**src/rtl/evt_timer_pkg.sv**
```systemverilog
package evt_timer_pkg;
  localparam int unsigned DIV_W     = 8;
  localparam int unsigned DIV_LSB   = 8;
  localparam logic [1:0]  IDX_LOAD  = 2'd0;
  localparam logic [1:0]  IDX_COUNT = 2'd1;
  localparam logic [1:0]  IDX_CTRL  = 2'd2;
  localparam logic [1:0]  IDX_STAT  = 2'd3;

  typedef struct packed {
    logic [DIV_W-1:0] div;
    logic             irq_en;
    logic             periodic;
    logic             run;
  } ctrl_t;
endpackage

```
**src/rtl/evt_timer_prescale.sv**
```systemverilog
module evt_timer_prescale #(
  parameter int unsigned PW = 8
) (
  input  logic          clk_i,
  input  logic          rst_ni,
  input  logic          en_i,
  input  logic [PW-1:0] div_i,
  output logic          tick_o
);
  logic [PW-1:0] phase_q;

  // >= keeps ticking if the divider is lowered below the current phase
  assign tick_o = en_i && (phase_q >= div_i);

  always_ff @(posedge clk_i or negedge rst_ni) begin
    if (!rst_ni)               phase_q <= '0;
    else if (!en_i || tick_o)  phase_q <= '0;
    else                       phase_q <= phase_q + 1'b1;
  end
endmodule

```
**src/rtl/evt_timer_core.sv**
```systemverilog
module evt_timer_core #(
  parameter int unsigned CW = 32
) (
  input  logic          clk_i,
  input  logic          rst_ni,
  input  logic          tick_i,
  input  logic          periodic_i,
  input  logic          ld_we_i,
  input  logic          cnt_we_i,
  input  logic [CW-1:0] wdata_i,
  output logic [CW-1:0] load_o,
  output logic [CW-1:0] count_o,
  output logic          expire_o
);
  localparam logic [CW-1:0] ONE = CW'(1);

  logic [CW-1:0] load_q, count_q;
  logic          sw_wr;

  assign sw_wr    = ld_we_i || cnt_we_i;
  assign expire_o = tick_i && !sw_wr && (count_q == ONE);
  assign load_o   = load_q;
  assign count_o  = count_q;

  always_ff @(posedge clk_i or negedge rst_ni) begin
    if (!rst_ni) begin
      load_q  <= '0;
      count_q <= '0;
    end else begin
      if (ld_we_i) load_q <= wdata_i;
      if (sw_wr) begin
        count_q <= wdata_i;
      end else if (tick_i) begin
        if (count_q != '0)   count_q <= count_q - ONE;
        else if (periodic_i) count_q <= load_q;
      end
    end
  end
endmodule

```
**src/rtl/evt_timer_status.sv**
```systemverilog
module evt_timer_status (
  input  logic clk_i,
  input  logic rst_ni,
  input  logic set_i,
  input  logic clr_i,
  input  logic irq_en_i,
  output logic flag_o,
  output logic irq_o
);
  logic flag_q;

  always_ff @(posedge clk_i or negedge rst_ni) begin
    if (!rst_ni) flag_q <= 1'b0;
    else         flag_q <= set_i | (flag_q & ~clr_i);
  end

  assign flag_o = flag_q;
  assign irq_o  = flag_q & irq_en_i;
endmodule

```
**src/rtl/evt_timer.sv**
```systemverilog
module evt_timer
  import evt_timer_pkg::*;
#(
  parameter int unsigned DW     = 32,
  parameter int unsigned ADDR_W = 4
) (
  input  logic              clk_i,
  input  logic              rst_ni,
  input  logic [ADDR_W-1:0] addr_i,
  input  logic              wr_en_i,
  input  logic [DW-1:0]     wr_data_i,
  output logic [DW-1:0]     rd_data_o,
  output logic              irq_o
);
  localparam int unsigned DIV_MSB = DIV_LSB + DIV_W - 1;

  ctrl_t         ctrl_q;
  logic [1:0]    idx;
  logic          ld_we, cnt_we, ctrl_we, stat_we;
  logic          tick, expire, flag;
  logic [DW-1:0] load_w, count_w;
  logic          run_w, periodic_w, irq_en_w;

  assign idx     = addr_i[3:2];
  assign ld_we   = wr_en_i && (idx == IDX_LOAD);
  assign cnt_we  = wr_en_i && (idx == IDX_COUNT);
  assign ctrl_we = wr_en_i && (idx == IDX_CTRL);
  assign stat_we = wr_en_i && (idx == IDX_STAT);

  assign run_w      = ctrl_q.run;
  assign periodic_w = ctrl_q.periodic;
  assign irq_en_w   = ctrl_q.irq_en;

  always_ff @(posedge clk_i or negedge rst_ni) begin
    if (!rst_ni) begin
      ctrl_q <= '0;
    end else if (ctrl_we) begin
      ctrl_q.div      <= wr_data_i[DIV_MSB:DIV_LSB];
      ctrl_q.irq_en   <= wr_data_i[2];
      ctrl_q.periodic <= wr_data_i[1];
      ctrl_q.run      <= wr_data_i[0];
    end
  end

  evt_timer_prescale #(.PW(DIV_W)) u_presc (
    .clk_i  (clk_i),
    .rst_ni (rst_ni),
    .en_i   (run_w),
    .div_i  (ctrl_q.div),
    .tick_o (tick)
  );

  evt_timer_core #(.CW(DW)) u_core (
    .clk_i      (clk_i),
    .rst_ni     (rst_ni),
    .tick_i     (tick),
    .periodic_i (periodic_w),
    .ld_we_i    (ld_we),
    .cnt_we_i   (cnt_we),
    .wdata_i    (wr_data_i),
    .load_o     (load_w),
    .count_o    (count_w),
    .expire_o   (expire)
  );

  evt_timer_status u_stat (
    .clk_i    (clk_i),
    .rst_ni   (rst_ni),
    .set_i    (expire),
    .clr_i    (stat_we && wr_data_i[0]),
    .irq_en_i (irq_en_w),
    .flag_o   (flag),
    .irq_o    (irq_o)
  );

  always_comb begin
    rd_data_o = '0;
    unique case (idx)
      IDX_LOAD:  rd_data_o = load_w;
      IDX_COUNT: rd_data_o = count_w;
      IDX_CTRL: begin
        rd_data_o[DIV_MSB:DIV_LSB] = ctrl_q.div;
        rd_data_o[2]               = ctrl_q.irq_en;
        rd_data_o[1]               = ctrl_q.periodic;
        rd_data_o[0]               = ctrl_q.run;
      end
      default:   rd_data_o[0] = flag;
    endcase
  end
endmodule

```
**config.mk**
```make
export PLATFORM = sky130hd
export DESIGN_NAME = evt_timer
export DESIGN_NICKNAME = d
export VERILOG_FILES = /design/src/rtl/evt_timer_pkg.sv /design/src/rtl/evt_timer_prescale.sv /design/src/rtl/evt_timer_core.sv /design/src/rtl/evt_timer_status.sv /design/src/rtl/evt_timer.sv
export SDC_FILE = /design/constraint.sdc
export NUM_CORES = 1
export LEC_CHECK = 0
export CAP_MARGIN = 20
export CORE_MARGIN = 2
export CORE_UTILIZATION = 45
export CTS_BUF_LIST = sky130_fd_sc_hd__clkbuf_16
export DETAILED_ROUTE_END_ITERATION = 6
export GPL_TIMING_DRIVEN = 1
export PLACE_DENSITY = 0.73
export SLEW_MARGIN = 0
export SYNTH_ARGS = -nofsm -noshare
export SYNTH_HDL_FRONTEND = slang
export SYNTH_HIERARCHICAL = 1
export SYNTH_SLANG_ARGS = --single-unit
```
**constraint.sdc**
```tcl
create_clock -name clk_i -period 2.3 [get_ports clk_i]
set_input_delay 0.345 -clock clk_i [delete_from_list [all_inputs] [get_ports clk_i]]
set_output_delay 0.345 -clock clk_i [all_outputs]
set_load 0.03 [all_outputs]
```
== Yosys cells after proc, flatten, opt, wreduce, memory -nomap -nowiden ==
Index checks and enable logic that the tools add are counted.

* Equal/unequal tests: 4
* Bitwise operators: 4
* Magnitude comparators: 1
* Add/sub/neg operators: 2
* Muxes and demuxes: 10
* Reduce and logical (&&, ||, !) cells: 17

{| class="wikitable"
|+ Operators by type and width
! kind !! count
|-
| $mux W32 || 4
|-
| $eq A32 B1 Y1 const B || 1
|-
| $pmux W16 S2 || 1
|-
| $reduce_bool A32 Y1 || 1
|-
| $sub A32 B1 Y32 const B || 1
|-
| $pmux W8 S3 || 1
|-
| $pmux W5 S2 || 1
|-
| $add A8 B1 Y8 const B || 1
|-
| $ge A8 B8 Y1 || 1
|-
| $logic_and A1 B1 Y1 || 8
|-
| $mux W8 || 1
|-
| $pmux W2 S3 || 1
|-
| $eq A2 B2 Y1 const B || 2
|-
| $pmux W1 S3 || 1
|-
| $reduce_bool A3 Y1 || 1
|-
| $and A1 B1 Y1 || 2
|-
| $eq A2 B1 Y1 const B || 1
|-
| $logic_not A1 Y1 || 2
|-
| $logic_not A2 Y1 || 1
|-
| $logic_or A1 B1 Y1 || 2
|-
| $reduce_and A2 Y1 || 1
|-
| $reduce_bool A2 Y1 || 1
|-
| $not A1 Y1 || 1
|-
| $or A1 B1 Y1 || 1
|}

* Output and inout port bits: 33
* Register bits: 84

== Depth between registers and ports, before layout ==
* Word-level depth: 7
* Mapped depth: 12
* Gate-level depth less buffers: 11

== By module ==
Netlist, hierarchy kept.

{| class="wikitable"
|+ Modules (own cells, without submodules)
! module !! times used !! area each (sq um) !! sequential area each (sq um) !! cells an instance
|-
| evt_timer_core || 1 || 3722.3 || 1601.5 || 376
|-
| evt_timer || 1 || 1056.0 || 275.3 || 100
|-
| evt_timer_prescale || 1 || 578.1 || 200.2 || 59
|-
| evt_timer_status || 1 || 42.5 || 25.0 || 4
|}

== Worst setup path after synthesis ==
OpenSTA, ideal clock, no wires.

* Kind: reg-to-reg
* From: register u_presc.phase_q[4]
* To: register u_core.count_q[31] (netlist: u_core/count_o[31])
* Library setup time: 0.126 ns
* Slack: -0.194 ns
* Buffers on the path: 1
* Arrival time: 2.368 ns
* Stages on the path, launching flop included: 10
* Period minus slack after synthesis: 2.494 ns
* Cells stage by stage: dfrtp_1 > ha_1 > or4_4 > a21oi_4 > o31ai_1 > and2_1 > and2_1 > clkbuf_1 > and3_1 > a221o_1

* Cells in the longest elaborated chain, start to end: 4

{| class="wikitable"
|+ RTL lines
! item !! RTL line !! source
|-
| from (decl) || evt_timer_prescale.sv:10 || <nowiki>logic [PW-1:0] phase_q;</nowiki>
|-
| from (signal assigned) || evt_timer_prescale.sv:18 || <nowiki>else phase_q <= phase_q + 1'b1;</nowiki>
|-
| $ge A8 B8 Y1 || evt_timer_prescale.sv:13 || <nowiki>assign tick_o = en_i && (phase_q >= div_i);</nowiki>
|-
| $logic_and A1 B1 Y1 || evt_timer_prescale.sv:13 ||
|-
| via tick || evt_timer.sv:20 || <nowiki>logic tick, expire, flag;</nowiki>
|-
| $reduce_bool A2 Y1 (no source line) || n/a ||
|-
| $reduce_and A2 Y1 (no source line) || n/a ||
|-
| to (signal assigned) || evt_timer_core.sv:32 || <nowiki>count_q <= wdata_i;</nowiki>
|-
| to (signal assigned) || evt_timer_core.sv:34 || <nowiki>if (count_q != '0) count_q <= count_q - ONE;</nowiki>
|-
| to (signal assigned) || evt_timer_core.sv:35 || <nowiki>else if (periodic_i) count_q <= load_q;</nowiki>
|-
| to (decl) || evt_timer_core.sv:17 || <nowiki>logic [CW-1:0] load_q, count_q;</nowiki>
|}

The timed path passes the listed nets, and every way through them passes these cells.
A chain may end at the register's enable or synchronous reset.

== Final worst setup path ==
* From: register u_presc.phase_q[3]
* To: register u_core.count_q[6] (netlist: u_core/count_o[6])

Same word-level chain as after synthesis.

==> run_results.csv <==
group,metric,value,unit
outcome,status,"finished, violations left",
outcome,violations,"negative setup slack",
critical_path,end_kind,"flip-flop",
synthesis,synthArstFlopShare,1.00,
pwr,power,5.51,mW
pwr,ir_drop,0.000530,V
synthesis,synth_edf_count,0,
synthesis,synth_xor_area_frac,0.0324,
floorplan,rows,40,
sta,timing.final.crit_share,1.05,
floorplan,core,11900,um2
place,portBuffers,69,
sta,fin_skew,10.7,ps
synthesis,netlist_instances,539,
floorplan,die_area,12900,um2
sta,worst_slack,-119,ps
grt,grt_usage,0.253,
routing,wl_per_cell,19.3,um
floorplan,fp.dieH,114,um
synthesis,yosys.area.top_type_share,0.389,
sta,clock.fmax,413,MHz
synthesis,synth_top_family_by_area,"simple AND/OR/NAND/NOR gates",
sta,rsz0062_at_grt,"yes",
floorplan,io_pins,72,
critical_path,crit_path_max_fanout,7,
clocking,cts_tree,"yes",
routing,drt-total-wl,16.0,mm
synthesis,ys_types,65,
critical_path,start_kind,"flip-flop",
critical_path,path_class,"reg -> reg",
synthesis,yosys.area_share.simple,0.202,
place,dpl.hpwl,11.2,mm
synthesis,netlist_area,5400,um2
pwr,p_per_area,764,nW/um2
job,cap_violations,0,
clocking,worstSkewPairLatency,350,ps
finish,antenna_cells,0,
sta,max_slew_margin,0.456,
floorplan,die_x,114,um
place,gp_congestion,0.944,
synthesis,muxShareOfSynthArea,0.158,
clocking,numClockSinks,84,
synthesis,synth-compound-area-share,0.150,
synthesis,synth_nets,589,
synthesis,ys_warn_count,6,
synthesis,ys_ff_latch,84,
finish,final_cells,826,
clocking,ctsHtreeMaxLevel,3,
routing,via_per_inst,5.95,
routing,num_vias,4911,
sta,worst_slew_pin_slew,814,ps
grt,grt_max_degree,35,
critical_path,critPathArrivalTime,2650,ps
routing,drtAntennaViolNets,0,
synthesis,yosysMostFrequentCell,"dfrtp_1",
sta,post-route-min-period,2420,ps
grt,gr-total-overflow,0,
synthesis,synth-seq-area-share,0.389,
synthesis,synth_area_leaders,"dfrtp_1 39%, mux2_2 6.9%, mux2i_1 5.7%, nor2_1 4.4%, mux2_4 2.8%",
place,dp.cells,797,
sta,finalSetupViolations,30,
clocking,clockBufferDepth,2,
grt,grt_first_pass_wirelength,25.8,mm
finish,final_core_util,0.609,
finish,final_nets,724,
hold_path,min_path_type,"in -> async",
critical_path,worstPathRequired,2530,ps
clocking,cts_buffers,9,
routing,drc,0,
synthesis,ys.flop_type,"dfrtp_1",
synthesis,synthAdderAreaFrac,0.0255,
synthesis,yosysTopAreaCell,"dfrtp_1",
sta,hold_viol,0,
grt,grt_pass1_vias,5103,
routing,drt_iter0_drc,391,
routing,first_pass_iters,5,
finish,syn2layout_area_growth,33.7,%
floorplan,start_util,0.455,
pwr,p_leak,3.21,nW
clocking,clk_pin_slew,60,ps
grt,antenna_found_initial,0,
synthesis,synth_commonest_cells,"84 x dfrtp_1, 63 x nor2_1, 33 x mux2_2",
synthesis,syn-mean-instance-area,10.0,um2
sta,drv_slew,0,
finish,drive_gt1_frac,0.361,
clocking,cts-root-buf,"clkbuf_16",
worst max-delay path, stage by stage (launching register included):
cell and delay, ps:
dfrtp_1 400, ha_2 210, or4_4 530, a21oi_4 150
o31ai_2 70, and2_4 170, or3_4 370, and2_4 210
nor2_1 140, a21oi_2 50
placed cells by master (no fill, tap or decap), drive strengths merged, types with 4 or more instances in the layout:
cell type / n
buf: 121
dfrtp: 84
nor2: 64
mux2: 43
clkdlybuf4s50: 34
nand2: 33
mux2i: 31
o21ai: 26
a21oi: 24
nand3: 17
inv: 15
nor3: 15
a22oi: 13
ha: 11
nor4: 11
o2bb2ai: 10
xor2: 10
xnor2: 10
clkbuf: 9
a221o: 9
a31oi: 8
nand4: 8
and3: 7
or3: 6
o31ai: 5
nor3b: 5
and2: 5
and4: 4
state kept, by name (all words and copies together), names as in the netlist:
signal           count
u_core/count_o      32
u_core/load_o       32
ctrl_q               8
u_presc/phase_q      8
irq_en_w             1
periodic_w           1
run_w                1
u_stat/flag_o        1
final cells by class:
class                      instances  area (um2)
tap                              147         184
sequential                        84        2100
inverter                          13        48.8
timing repair buffer             157        1320
multi-input combinational        409        3270
fill                             964        4640
clock buffer                       9         225
clock inverter                     7        67.6
repair_timing:
action,CTS,global route
cloned,1,0
endpoints found under the setup margin,32,32
hold endpoints to repair,29,0
buffers inserted,5,6
pin swaps,13,11
gates resized for setup,35,9
hold buffers,1,0
per-layer routing:
layer | track usage | vias to the layer above | wire [um] | share of wire
met1 | 0.317 | 2441 | 6760 | 0.42
met5 | 0 | - | 0 | 0
met2 | 0.433 | 181 | 7890 | 0.49
met4 | 0.0854 | 0 | 386 | 0.024
met3 | 0.0579 | 31 | 927 | 0.058
li1 | - | 2258 | - | -
kinds of logic (layout without fill, tap and decap cells):
kind of cell    Yosys count  after routing
simple gates            187            187
compound gates          116            116
flops                    84             84
mux                      75             75
buf+inv                  46            186
xor+xnor                 20             20
fa+ha+maj                11             11
final timing paths:
check,start,to,slack (ps),cells past startpoint
setup / recovery,u_presc/phase_q[3]$_DFF_PN0_,u_core/count_o[6]$_DFFE_PN0P_,-120,9
hold / removal,rst_ni,u_presc/phase_q[4]$_DFF_PN0_,490,2
setup reg to reg,u_presc/phase_q[3]$_DFF_PN0_,u_core/count_o[6]$_DFFE_PN0P_,-120,9
hold reg to reg,u_core/count_o[26]$_DFFE_PN0P_,u_core/count_o[26]$_DFFE_PN0P_,530,2
max in group asynchronous,rst_ni,u_core/load_o[27]$_DFFE_PN0P_,1200,3
min in group clk_i,u_core/count_o[26]$_DFFE_PN0P_,u_core/count_o[26]$_DFFE_PN0P_,530,2
where the power goes:
group	total, mW	internal (mW)	switching [mW]
Sequential	2.13	1.76	0.375
Clock	1.45	0.837	0.616
Combinational	1.93	0.937	0.992
metrics by stage:
| stage | area, um2 | hold slack [ps] | setup slack (ps) | TNS [ps] |
|---|---|---|---|---|
| global route | 7220 | 516 | -197 | -4650 |
| finish | 7220 | 493 | -119 | -2200 |
| detailed placement | 6640 | 331 | -203 | -4100 |
| global placement | 6640 | 322 | -146 | -2570 |
| floorplan | 5460 | 49.4 | -93.7 | -767 |
| CTS | 7130 | 505 | -87.4 | -1300 |
Note: power is estimated with default switching activity, not from simulation.
